--- src/rtl/rtg_pkg.sv ---
package rtg_pkg;
  localparam int unsigned CNT_W  = 10;
  localparam int unsigned ADDR_W = 3;
  localparam int unsigned DATA_W = 32;
  localparam int unsigned HI_LSB = 16;

  typedef enum logic [ADDR_W-1:0] {
    A_SYNC = 3'd0, A_HBRD = 3'd1, A_VBRD = 3'd2, A_WIN = 3'd3,
    A_MODE = 3'd4, A_WCFG = 3'd5, A_SCFG = 3'd6, A_RGB = 3'd7
  } reg_addr_e;

  typedef struct packed {
    logic [CNT_W-1:0] htot;
    logic [CNT_W-1:0] vtot;
    logic [CNT_W-1:0] bsh;
    logic [CNT_W-1:0] beh;
    logic [CNT_W-1:0] bsv;
    logic [CNT_W-1:0] bev;
    logic [CNT_W-1:0] wh;
    logic [CNT_W-1:0] wv;
    logic             en;
    logic             ldbl;
    logic             clkdbl;
    logic             pdbl;
    logic             blank;
    logic             vid;
    logic             il;
    logic [23:0]      rgb;
  } cfg_t;
endpackage

--- src/rtl/rtg_regs.sv ---
module rtg_regs
  import rtg_pkg::*;
(
  input  logic              clk_i,
  input  logic              rst_ni,
  input  logic              wr_en_i,
  input  logic [ADDR_W-1:0] wr_addr_i,
  input  logic [DATA_W-1:0] wr_data_i,
  input  logic              xfer_i,
  output cfg_t              act_o
);
  cfg_t shd_q, act_q;
  logic [CNT_W-1:0] lo, hi;

  assign lo = wr_data_i[CNT_W-1:0];
  assign hi = wr_data_i[HI_LSB +: CNT_W];

  always_ff @(posedge clk_i or negedge rst_ni) begin
    if (!rst_ni) begin
      shd_q <= '0;
    end else if (wr_en_i) begin
      case (reg_addr_e'(wr_addr_i))
        A_SYNC: begin shd_q.htot <= lo; shd_q.vtot <= hi; end
        A_HBRD: begin shd_q.bsh  <= hi; shd_q.beh  <= lo; end
        A_VBRD: begin shd_q.bsv  <= hi; shd_q.bev  <= lo; end
        A_WIN:  begin shd_q.wh   <= lo; shd_q.wv   <= hi; end
        A_MODE: begin
          shd_q.en     <= wr_data_i[0];
          shd_q.ldbl   <= wr_data_i[1];
          shd_q.clkdbl <= wr_data_i[23];
        end
        A_WCFG: begin shd_q.pdbl <= wr_data_i[0]; shd_q.blank <= wr_data_i[3]; end
        A_SCFG: begin shd_q.vid  <= wr_data_i[8]; shd_q.il    <= wr_data_i[4]; end
        default: shd_q.rgb <= wr_data_i[23:0];
      endcase
    end
  end

  // active set moves only while stopped or at the vblank pulse
  always_ff @(posedge clk_i or negedge rst_ni) begin
    if (!rst_ni)     act_q <= '0;
    else if (xfer_i) act_q <= shd_q;
  end

  assign act_o = act_q;

  assert_hold_R2: assert property (@(posedge clk_i) disable iff (!rst_ni)
    !xfer_i |=> $stable(act_q));
endmodule

--- src/rtl/rtg_counters.sv ---
module rtg_counters
  import rtg_pkg::*;
(
  input  logic             clk_i,
  input  logic             rst_ni,
  input  cfg_t             cfg_i,
  output logic [CNT_W-1:0] h_o,
  output logic [CNT_W-1:0] v_o,
  output logic             field_o,
  output logic             rep_o
);
  logic [CNT_W-1:0] h_q, v_q, last_v;
  logic             field_q, rep_q, line_end;

  assign line_end = (h_q == cfg_i.htot);
  // field 1 is the short field in interlaced scanning
  assign last_v   = (cfg_i.il && field_q) ? cfg_i.vtot - 1'b1 : cfg_i.vtot;

  always_ff @(posedge clk_i or negedge rst_ni) begin
    if (!rst_ni) begin
      h_q <= '0; v_q <= '0; field_q <= 1'b0; rep_q <= 1'b0;
    end else if (!cfg_i.en) begin
      h_q <= '0; v_q <= '0; field_q <= 1'b0; rep_q <= 1'b0;
    end else if (!line_end) begin
      h_q <= h_q + 1'b1;
    end else begin
      h_q <= '0;
      if (cfg_i.ldbl && !rep_q) begin
        rep_q <= 1'b1;
      end else begin
        rep_q <= 1'b0;
        if (v_q == last_v) begin
          v_q     <= '0;
          field_q <= cfg_i.il ? ~field_q : 1'b0;
        end else begin
          v_q <= v_q + 1'b1;
        end
      end
    end
  end

  assign h_o = h_q;
  assign v_o = v_q;
  assign field_o = field_q;
  assign rep_o = rep_q;

  assert_hwrap_R3: assert property (@(posedge clk_i) disable iff (!rst_ni)
    (cfg_i.en && line_end) |=> (h_q == '0));

  assert_field_edge_R5: assert property (@(posedge clk_i) disable iff (!rst_ni)
    (cfg_i.en && $past(cfg_i.en) && (field_q != $past(field_q)))
      |-> (h_q == '0 && v_q == '0 && !rep_q));

  assert_rep_R6: assert property (@(posedge clk_i) disable iff (!rst_ni)
    (cfg_i.en && !cfg_i.ldbl) |-> !rep_q || (h_q == '0) || $past(rep_q));
endmodule

--- src/rtl/rtg_decode.sv ---
module rtg_decode
  import rtg_pkg::*;
#(
  parameter int unsigned HSYNC_W = 6,
  parameter int unsigned VSYNC_L = 2
)(
  input  logic             clk_i,
  input  logic             rst_ni,
  input  cfg_t             cfg_i,
  input  logic [CNT_W-1:0] h_i,
  input  logic [CNT_W-1:0] v_i,
  input  logic             rep_i,
  output logic             hsync_o,
  output logic             vsync_o,
  output logic             border_o,
  output logic             window_o,
  output logic             pix_adv_o,
  output logic             vblank_o
);
  localparam logic [CNT_W-1:0] HS_END = CNT_W'(HSYNC_W);
  localparam logic [CNT_W-1:0] VS_END = CNT_W'(VSYNC_L);

  logic out_en, vis, in_win;
  logic [CNT_W-1:0] rel_h;

  assign out_en = cfg_i.en && cfg_i.vid;
  assign vis    = (h_i >= cfg_i.bsh) && (h_i < cfg_i.beh) &&
                  (v_i >= cfg_i.bsv) && (v_i < cfg_i.bev);
  assign in_win = vis && (h_i >= cfg_i.wh) && (v_i >= cfg_i.wv);
  assign rel_h  = h_i - cfg_i.wh;

  assign hsync_o   = out_en && (h_i < HS_END);
  assign vsync_o   = out_en && (v_i < VS_END);
  assign window_o  = out_en && in_win && !cfg_i.blank;
  assign border_o  = out_en && vis && (cfg_i.blank || !in_win);
  assign pix_adv_o = window_o && (!cfg_i.pdbl || !rel_h[0]);
  assign vblank_o  = cfg_i.en && (h_i == '0) && (v_i == cfg_i.bev) && !rep_i;

  assert_excl_R8: assert property (@(posedge clk_i) disable iff (!rst_ni)
    !(window_o && border_o));

  assert_blank_R9: assert property (@(posedge clk_i) disable iff (!rst_ni)
    cfg_i.blank |-> !window_o);

  assert_vblank_pulse_R4: assert property (@(posedge clk_i) disable iff (!rst_ni)
    (vblank_o && cfg_i.htot != '0) |=> !vblank_o);

  assert_adv_R10: assert property (@(posedge clk_i) disable iff (!rst_ni)
    pix_adv_o |-> window_o);
endmodule

--- src/rtl/raster_timing_gen.sv ---
module raster_timing_gen
  import rtg_pkg::*;
#(
  parameter int unsigned HSYNC_W = 6,
  parameter int unsigned VSYNC_L = 2
)(
  input  logic              clk_i,
  input  logic              rst_ni,
  input  logic              wr_en_i,
  input  logic [ADDR_W-1:0] wr_addr_i,
  input  logic [DATA_W-1:0] wr_data_i,
  output logic [CNT_W-1:0]  hcnt_o,
  output logic [CNT_W-1:0]  vcnt_o,
  output logic              hsync_o,
  output logic              vsync_o,
  output logic              border_o,
  output logic              window_o,
  output logic              field_o,
  output logic              line_rep_o,
  output logic              pix_adv_o,
  output logic              vblank_o,
  output logic [23:0]       border_rgb_o,
  output logic              pix_clk_dbl_o
);
  cfg_t act;
  logic xfer, vblank;

  assign xfer = !act.en || vblank;

  rtg_regs u_regs (
    .clk_i, .rst_ni, .wr_en_i, .wr_addr_i, .wr_data_i,
    .xfer_i (xfer),
    .act_o  (act)
  );

  rtg_counters u_cnt (
    .clk_i, .rst_ni,
    .cfg_i   (act),
    .h_o     (hcnt_o),
    .v_o     (vcnt_o),
    .field_o (field_o),
    .rep_o   (line_rep_o)
  );

  rtg_decode #(.HSYNC_W(HSYNC_W), .VSYNC_L(VSYNC_L)) u_dec (
    .clk_i, .rst_ni,
    .cfg_i     (act),
    .h_i       (hcnt_o),
    .v_i       (vcnt_o),
    .rep_i     (line_rep_o),
    .hsync_o   (hsync_o),
    .vsync_o   (vsync_o),
    .border_o  (border_o),
    .window_o  (window_o),
    .pix_adv_o (pix_adv_o),
    .vblank_o  (vblank)
  );

  assign vblank_o      = vblank;
  assign border_rgb_o  = act.rgb;
  assign pix_clk_dbl_o = act.clkdbl;
endmodule

--- config.mk ---
export PLATFORM = sky130hd
export DESIGN_NAME = raster_timing_gen
export DESIGN_NICKNAME = d
export VERILOG_FILES = /design/src/rtl/rtg_pkg.sv /design/src/rtl/rtg_regs.sv /design/src/rtl/rtg_counters.sv /design/src/rtl/rtg_decode.sv /design/src/rtl/raster_timing_gen.sv
export SDC_FILE = /design/constraint.sdc
export NUM_CORES = 1
export LEC_CHECK = 0
export BUFFER_PORTS_ARGS = -buffer_cell sky130_fd_sc_hd__buf_2
export CAP_MARGIN = 25
export CORE_AREA = 4 4 219 221
export CTS_BUF_LIST = sky130_fd_sc_hd__clkbuf_8
export DETAILED_ROUTE_END_ITERATION = 10
export DIE_AREA = 0 0 223 225
export PLACE_DENSITY = 0.48
export SETUP_SLACK_MARGIN = 0.02
export SLEW_MARGIN = 0
export SYNTH_ARGS = -nofsm -noshare
export SYNTH_HDL_FRONTEND = slang
export SYNTH_SLANG_ARGS = --single-unit
--- constraint.sdc ---
create_clock -name clk_i -period 4.5 [get_ports clk_i]
set_input_delay 0.675 -clock clk_i [delete_from_list [all_inputs] [get_ports clk_i]]
set_output_delay 0.675 -clock clk_i [all_outputs]
set_load 0.03 [all_outputs]
==> results.md, run 1 <==
* CP arrival at 3.60 ns
* CP cell instances: ha_1 > and4_1 > a2111oi_0 > o221ai_1 > or4_1 > a2111oi_1 > buf_2
* Mapped cell area at 11400 µm²
* Row count at 79
* Global-route wire length before repair at 45.9 mm
* DPL Wire Length at 20.0 mm
* CP endpoint: pix_adv_o
* Crit Path Class: reg -> out
* Synthesized flop and latch total at 244
* Gpl congestion at 0.786
* Clk_lat worst skew at 0.61 ns
* Core footprint at 46200 µm²
* Clock buffer depth at 3
* Most frequent cells in the layout: dfrtp_1, mux2_2, inv_1
* TritonRoute pass-1 iters at 4
* Drt total wl at 29.4 mm
* Drt initial violations at 340
* Die H at 225 µm
* Peak fanout along the critical path at 9
* WP data required at 3.83 ns
* Residual DRC at 0
* Cell family with most CP delay: compound AO/OA/AOI/OAI gates
* Synthesis-to-finish area growth at 17.0%
* IO buf count at 84
* Reg-to-Reg Start: u_cnt.v_o[7]
* Resized Gates After CTS at 1
* Final hold vios at 0
* Max-Cap Viols at 0
* Ratio of cells with drive above 1 in the final layout at 32.1%
* Mean Syn Cell Area at 12.0 µm²
* Total track usage at 11.8%
* Cts-stage hold buffer count at 0
* Vias in the first global route at 7448
* CTS tree: built
* Worst reg-to-reg path cell count at 7
* Most common cell after layout, fill and taps aside: dfrtp_1
* Post-Syn Instances at 948
* Critical Path Max Stage Delay at 0.61 ns
* Critical Path Slowest Stage Cell: or4_1
* Max VDD drop at 283 µV
* Initial Util at 24.7%
* Maximum clock rate at 0.234 GHz
* Ys async rst share at 100%
* Final Cycle Share at 94.9%
* Startpoint types: flip-flop
* Final Max Slew Viols at 0
* Post-route antenna net violation count at 0
* CP Capture Type: output pin
* WL/cell at 17.5 µm
* Setup TNS at 0 ns
* Post-synthesis cell type count at 56
* Sink Count at 244
* Largest net degree at the start of global routing at 119
* Total grt overflow at 0
* Final layout net count at 1137
* Sequential share of the synthesized area at 53.6%
* Actual slew at the worst max-slew pin at 0.926 ns
* Total vias in the final route at 7370
* Worst rel slew slack at 38.3%
* Die width at 223 µm
* Root Buffer: clkbuf_8
* Crit. path cell count at 7
* Buffers & Inverters on Critical Path at 1
* R2r endpoint: u_regs.act_o[17]
* Worst hold slack at 0.128 ns
* Fillcell total at 4773
* Synth warn at 0
* Final min period at 4.27 ns
* Status: finished clean
* Vias per std cell at 4.39
* Commonest register cell after synthesis: dfrtp_1
* Number of enable flip-flop cells after synthesis at 0
* Cts bufs inserted at 46
* Mapped Nets at 1049
* Flop2flop setup slack at 1.07 ns
* Reg clk slew, reported paths at 0.06 ns
* # IOs at 91
* H-Tree Depth at 2
* Final setup skew at 0.0319 ns
* Setup Viol. Count Final at 0
* Hold WC Path Type: in -> async
* Initial antenna violation count at 3
* Die Area at 50200 µm²
* Post-CTS setup buffer count at 0
* RSZ-0062 raised after global routing: no
* CP Launch Point: u_cnt.h_o[7]
* Pwr per Cell Area at 604 nW/µm²
* Leak at 0.00612 µW
* Total power draw at 8050 µW
## flip-flops by register name (all words and copies together), names as in the netlist
signal / cells
u_cnt.field_o: 1
u_cnt.rep_o: 1
u_cnt.h_o: 10
u_regs.shd_q: 111
u_cnt.v_o: 10
u_regs.act_o: 111
## cell type report
class	count	area [µm²]	share of cell area [%]
antenna	1	2.50	0.0188
inverter	64	240	1.80
clock inverter	32	178	1.33
timing repair buffer	102	616	4.62
clock buffer	50	688	5.16
tap	607	759	5.70
multi-input combinational	578	4740	35.6
sequential	244	6110	45.8
## per-layer routing
layer	global-route usage (%)	vias to the layer above	wire (µm)
met4	4.33	0	820
met3	2.83	54	1860
met2	17.7	167	12800
met5	0	-	0
li1	-	3480	-
met1	16.8	3669	14000
## power breakdown
part | leakage (µW) | total [µW] | internal [µW] | switching (µW)
sequential | 0.00304 | 3430 | 2950 | 482
combinational | 0.00255 | 2560 | 1130 | 1430
clock | 0.000527 | 2050 | 1080 | 971
## worst min-delay path by stage
stage / start / to / slack (ns) / cells past startpoint
2_1_floorplan: rst_ni / u_cnt.field_o / 0.38 / 0
3_3_place_gp: u_regs.shd_q[46] / u_regs.act_o[46] / 0.46 / 2
3_5_place_dp: u_regs.shd_q[38] / u_regs.act_o[38] / 0.46 / 2
4_1_cts: rst_ni / u_regs.act_o[1] / 0.14 / 1
5_1_grt: rst_ni / u_regs.act_o[1] / 0.17 / 1
6_report: rst_ni / u_regs.act_o[1] / 0.13 / 1
## synthesized netlist by cell type, drive strengths merged (4+ instances only)
cell type	number	share of area [%]
nand2	70	2.3
ha	63	6.9
o21ai	72	3.2
nor3	14	0.71
a21o	10	0.66
a21oi	16	0.70
nor4	10	0.74
o21a	7	0.46
inv	64	2.1
buf	28	1.8
nor2b	4	0.22
mux2	165	16
clkbuf	34	1.1
nor2	21	0.69
nand3	21	0.92
xnor2	17	1.3
dfrtp	244	54
or4	4	0.30
nand2b	7	0.38
nand4	6	0.33
xor2	17	1.3
a2111oi	4	0.31
and3	6	0.33
## kinds of logic after synthesis
| family | Yosys count | synth area share (%) |
|---|---|---|
| adder cells (fa/ha/maj) | 63 | 6.92 |
| AO/OA/AOI/OAI | 130 | 6.74 |
| multiplexers | 167 | 16.5 |
| flip-flops | 244 | 53.6 |
| AND/OR/NAND/NOR | 184 | 8.63 |
| buffers and inverters | 126 | 5.03 |
| XOR/XNOR | 34 | 2.61 |
## through the flow
stage	util (%)	cell area (µm²)	worst slack, ns	cells
finish	28.9	13300	0.227	1678
detailed placement	27.0	12500	0.612	1595
floorplan	-	11400	0.102	948
global route	28.9	13300	0.0402	1677
global placement	27.0	12500	0.588	1595
CTS	28.9	13300	0.0465	1677
Power figures use the tool's default switching activity.
==> inputs of run 2 (changes only) <==
Settings changed: ABC_AREA set to 1, CORE_AREA 4 4 219 221 to 4 4 223 225, DIE_AREA 0 0 223 225 to 0 0 227 229, SLEW_MARGIN 0 to 20.
==> results.md, run 2 <==
* Worst rel slew slack at 42.7%
* Cts bufs inserted at 46
* Reg clk slew, reported paths at 0.05 ns
* Flop2flop setup slack at 1.67 ns
* CP cell instances: ha_1 > nand2_1 > inv_1 > o21bai_1 > nand3_1 > a21oi_1 > nand2_1 > nor2_1 > nand4_1 > nor3_1 > buf_2
* Initial Util at 24.9%
* Vias in the first global route at 8755
* Most common cell after layout, fill and taps aside: nand2_1
* Total vias in the final route at 8880
* Row count at 80
* Reg-to-Reg Start: u_cnt.v_o[0]
* Synth warn at 0
* Most frequent cells in the layout: nand2_1, dfrtp_1, inv_1
* Die H at 229 µm
* Seq pwr share at 40.6%
* Max VDD drop at 318 µV
* Post-route antenna net violation count at 0
* Final Cycle Share at 81.2%
* Buffers & Inverters on Critical Path at 2
* Vias per std cell at 4.25
* Resized Gates After CTS at 0
* Crit Path Class: reg -> out
* Mapped Nets at 1477
* DPL Wire Length at 21.2 mm
* Setup TNS at 0 ns
* Gpl congestion at 0.797
* Core footprint at 47500 µm²
* Leak at 0.00666 µW
* Most frequent cell after synthesis: nand2_1
* Die width at 227 µm
* Critical Path Max Stage Delay at 0.66 ns
* Total track usage at 12.0%
* Final layout net count at 1546
* TritonRoute pass-1 iters at 5
* Cell family with most CP delay: simple AND/OR/NAND/NOR gates
* Final hold vios at 0
* # IOs at 91
* Peak fanout along the critical path at 10
* Clock buffer depth at 3
* Synthesis-to-finish area growth at 14.8%
* Final setup skew at 0.0307 ns
* Mean Syn Cell Area at 8.60 µm²
* Synthesized flop and latch total at 244
* H-Tree Depth at 2
* Clock power share at 25.5%
* Residual DRC at 0
* Final Max Slew Viols at 0
* WL/cell at 14.8 µm
* WP data required at 3.83 ns
* Pwr per Cell Area at 614 nW/µm²
* Dominant combinational cell family by area after synthesis: simple AND/OR/NAND/NOR gates
* XOR/XNOR share of the synthesized area at 0.888%
* Final min period at 3.65 ns
* Switching Fraction at 39.1%
* Number of enable flip-flop cells after synthesis at 0
* Drt initial violations at 542
* IO buf count at 84
* Commonest register cell after synthesis: dfrtp_1
* Ratio of cells with drive above 1 in the final layout at 13.4%
* Setup Viol. Count Final at 0
* Mapped cell area at 11800 µm²
* Fillcell total at 5096
* Post-synthesis simple-gate area fraction at 18.1%
* Top cell by count, worst path: nand2_1
* Status: finished clean
* Sequential share of the synthesized area at 51.6%
* Critical Path Slowest Stage Cell: dfrtp_1
* CTS tree: built
* Sink Count at 244
* Top cell type by total area after synthesis: dfrtp_1
* Die Area at 52000 µm²
* Largest net degree at the start of global routing at 111
* Top-area cell type share of the netlist area at 51.6%
* Post-synthesis cell type count at 35
* CP Launch Point: u_cnt.v_o[7]
* Top cell types by occurrence after synthesis: nand2_1, dfrtp_1, o21ai_0, inv_1, nor2_1
* Startpoint types: flip-flop
* Post-CTS setup buffer count at 0
* Drt total wl at 30.8 mm
* Ys async rst share at 100%
* Part of the power in combinational logic at 33.9%
* CP arrival at 2.98 ns
* Global-route wire length before repair at 49.5 mm
* Synth top area cells: dfrtp_1, nand2_1, o21ai_0
* CP Capture Type: output pin
* Max-Cap Viols at 0
* Total grt overflow at 0
* RSZ-0062 raised after global routing: no
* Cts-stage hold buffer count at 0
* Mux cell area share after synthesis at 0%
* Adder-cell share of the synthesized area at 6.66%
* Core Util, Final at 28.6%
* Hold WC Path Type: in -> async
* Actual slew at the worst max-slew pin at 0.859 ns
* Initial antenna violation count at 4
* Int Pwr at 5080 µW
* Root Buffer: clkbuf_8
* Maximum clock rate at 0.274 GHz
* Complex-gate fraction of the synthesized area at 12.4%
* Psw at 3260 µW
* Post-Syn Instances at 1376
* Clk_lat worst skew at 0.58 ns
[run 2: changes by cell type in the layout (fill, tap and decap cells not counted), moves of 9 or more]
| cell | previous run | this run |
|---|---|---|
| a21o_1 | 10 | 1 |
| a21oi_1 | 16 | 27 |
| a21oi_2 | 0 | 23 |
| inv_1 | 86 | 208 |
| mux2_2 | 165 | 0 |
| nand2_1 | 70 | 358 |
| nand3_1 | 21 | 30 |
| nand4_1 | 6 | 22 |
| nor2_1 | 21 | 79 |
| o21ai_0 | 72 | 198 |
| o21ai_1 | 0 | 10 |
| xnor2_1 | 17 | 5 |
| xor2_1 | 17 | 7 |
[run 2: metal layers]
metal	global-route usage (%)	routed length, µm
met3	2.92	1770
met2	17.2	12600
met4	3.20	664
met5	0	14
met1	18.0	15800
[run 2: area by class of cell]
type	instances	area (µm²)	area share, %
Multi-Input combinational cell	862	4510	33.2
Inverter	196	736	5.42
Clock inverter	19	113	0.829
Sequential cell	244	6110	44.9
Tap cell	615	769	5.66
Antenna cell	1	2.50	0.0184
Clock buffer	57	785	5.78
Timing Repair Buffer	95	563	4.14
[run 2: final timing paths]
kind | cells past startpoint | end
worst min register to register | 2 | u_regs.act_o[30]
worst min-delay path | 1 | u_regs.shd_q[19]
min in group clk_i | 3 | u_regs.shd_q[13]
worst max-delay path | 11 | pix_adv_o
max in group asynchronous | 2 | u_regs.act_o[76]
worst max register to register | 9 | u_regs.act_o[93]
[run 2: kinds of logic after synthesis]
group	Yosys count
buffers and inverters	270
DFF	244
xor gates and xnor gates	12
AOI/OAI and AO/OA	270
and+or+nand+nor	517
adders and majority gates	63
[run 2: worst register-to-register path: stages, from the launching register on]
cell	delay (ns)
dfrtp_1	0.46
inv_1	0.22
ha_1	0.35
nand4_1	0.08
nor4_1	0.19
nand3_1	0.20
o21ai_4	0.53
buf_12	0.37
nand2_1	0.22
o21ai_0	0.11
[run 2: through the flow]
step                instances  hold slack, ns  total power (µW)  cell area (µm²)  setup slack [ns]
floorplan                1376           0.379              5510            11800              1.55
global placement         2012           0.447              6220            12700              1.36
detailed placement       2012           0.453              6290            12700              1.36
CTS                      2088           0.180              8480            13600             0.725
global route             2088           0.226              9090            13600             0.673
finish                   2089           0.184              8340            13600             0.846
[run 2: power by group through the flow]
stage / Combinational [µW] / Clock, µW / Sequential [µW]
2_1_floorplan: 2150 / 0 / 3370
3_3_place_gp: 2810 / 0 / 3410
3_5_place_dp: 2860 / 0 / 3430
4_1_cts: 2870 / 2210 / 3400
5_1_grt: 3300 / 2310 / 3480
6_report: 2830 / 2130 / 3390
==> inputs of run 3 (changes only) <==
Clock period 4.5 ns to 3.7 ns, I/O delays scaled along.
==> results.md, run 3 (same netlist as run 2, synthesis figures left out) <==
* Leak at 0.00671 µW
* Die Area at 52000 µm²
* CTS tree: built
* Actual slew at the worst max-slew pin at 0.843 ns
* Initial antenna violation count at 2
* Most frequent cells in the layout: nand2_1, dfrtp_1, inv_1
* Worst rel slew slack at 43.8%
* Final hold vios at 0
* Gpl congestion at 0.797
* Status: finished clean
* Vias per std cell at 4.25
* Maximum clock rate at 0.289 GHz
* Int Pwr at 6080 µW
* TritonRoute pass-1 iters at 5
* Critical Path Slowest Stage Cell: dfrtp_1
* Vias in the first global route at 8821
* Total track usage at 12.2%
* Cts-stage hold buffer count at 0
* Psw at 3960 µW
* Final layout net count at 1558
* Max-Cap Viols at 0
* Final non-filler cell total at 2101
* Reg-to-Reg Start: u_cnt.v_o[0]
* Core Util, Final at 28.6%
* Buffers & Inverters on Critical Path at 2
* Reg clk slew, reported paths at 0.06 ns
* Hold WC Path Type: in -> async
* Critical Path Max Stage Delay at 0.62 ns
* Setup Viol. Count Final at 0
* Flop2flop setup slack at 1.02 ns
* Max VDD drop at 307 µV
* # IOs at 91
* IO buf count at 84
* Residual DRC at 0
* Clk_lat worst skew at 0.56 ns
* Startpoint types: flip-flop
* Synthesis-to-finish area growth at 15.1%
* Sink Count at 244
* Root Buffer: clkbuf_8
* Row count at 80
* Final Max Slew Viols at 0
* Clock power share at 24.3%
* Clock buffer depth at 3
* RSZ-0062 raised after global routing: no
* Cts bufs inserted at 46
* CP arrival at 2.91 ns
* Post-route setup slack at 0.235 ns
* Die H at 229 µm
* Post-CTS setup buffer count at 0
* Drt total wl at 31.5 mm
* Cell family with most CP delay: simple AND/OR/NAND/NOR gates
* CP Capture Type: output pin
* Core footprint at 47500 µm²
* CP cell instances: ha_1 > nand2_1 > inv_1 > o21bai_1 > nand2_1 > a21oi_1 > nand2_1 > nor2_1 > nand4_1 > nor3_1 > buf_2
* Peak fanout along the critical path at 9
* R2r endpoint: u_regs.act_o[29]
* Part of the power in combinational logic at 35.1%
* Final Cycle Share at 93.6%
* Initial Util at 24.9%
* H-Tree Depth at 2
* Crit Path Class: reg -> out
* Die width at 227 µm
* Total grt overflow at 0
* Total vias in the final route at 8933
* Global-route wire length before repair at 50.1 mm
* Top cell by count, worst path: nand2_1
* Drt initial violations at 572
* Switching Fraction at 39.5%
* Total power draw at 10000 µW
* Final min period at 3.46 ns
* Largest net degree at the start of global routing at 105
* WL/cell at 15.0 µm
* Post-route antenna net violation count at 0
* Most common cell after layout, fill and taps aside: nand2_1
* Dpl ws at 0.720 ns
* Seq pwr share at 40.6%
* Ratio of cells with drive above 1 in the final layout at 14.0%
* Final setup skew at 0.0247 ns
* Pwr per Cell Area at 737 nW/µm²
* Worst reg-to-reg path cell count at 9
* DPL Wire Length at 22.0 mm
* Setup TNS at 0 ns
* WP data required at 3.14 ns
* DP Cell Count at 2024
* Resized Gates After CTS at 0
[run 3: final cells by class]
type,count,area (µm²)
Clock inverter,22,100
Timing Repair Buffer,107,653
Inverter,196,736
Sequential cell,244,6110
Antenna cell,1,2.50
Clock buffer,54,743
Multi-Input combinational cell,862,4510
Tap cell,615,769
Fill cell,5057,33900
[run 3: worst register-to-register path, delay by kind of cell, from the launching register on]
kind / cells / cell delay, ns
buffers and inverters: 2 / 0.56
adder cells (fa/ha/maj): 1 / 0.35
AND/OR/NAND/NOR: 4 / 0.70
flip-flops: 1 / 0.47
AO/OA/AOI/OAI: 2 / 0.53
[run 3: worst max-delay path by stage]
stage / from / endpoint / slack, ns / cells after the start
2_1_floorplan: u_cnt.h_o[5] / pix_adv_o / 0.87 / 10
3_3_place_gp: u_cnt.v_o[2] / pix_adv_o / 0.73 / 10
3_5_place_dp: u_cnt.v_o[5] / pix_adv_o / 0.72 / 10
4_1_cts: u_cnt.v_o[2] / pix_adv_o / 0.09 / 10
5_1_grt: u_cnt.v_o[5] / pix_adv_o / 0.02 / 10
6_report: u_cnt.v_o[3] / pix_adv_o / 0.24 / 11
[run 3: per-layer routing]
layer / global-route usage [%] / vias to the layer above / wire length [µm]
met5: 0 / - / 7
met1: 18.6 / 4171 / 16300
met2: 17.3 / 199 / 12800
met4: 3.29 / 2 / 646
met3: 2.68 / 47 / 1740
li1: - / 4514 / -
[run 3: stage by stage]
stage	hold WS (ns)	cell area, µm²
finish	0.0639	13600
global placement	0.449	12800
floorplan	0.259	11800
global route	0.0980	13600
CTS	0.0640	13600
detailed placement	0.452	12800
[run 3: power by group through the flow]
stage                     clock, µW  combinational, µW  sequential (µW)
after floorplan                   0               2610             4090
after global placement            0               3510             4110
after detailed placement          0               3570             4130
after CTS                      2550               3590             4090
after global routing           2660               4120             4190
final                          2440               3520             4080
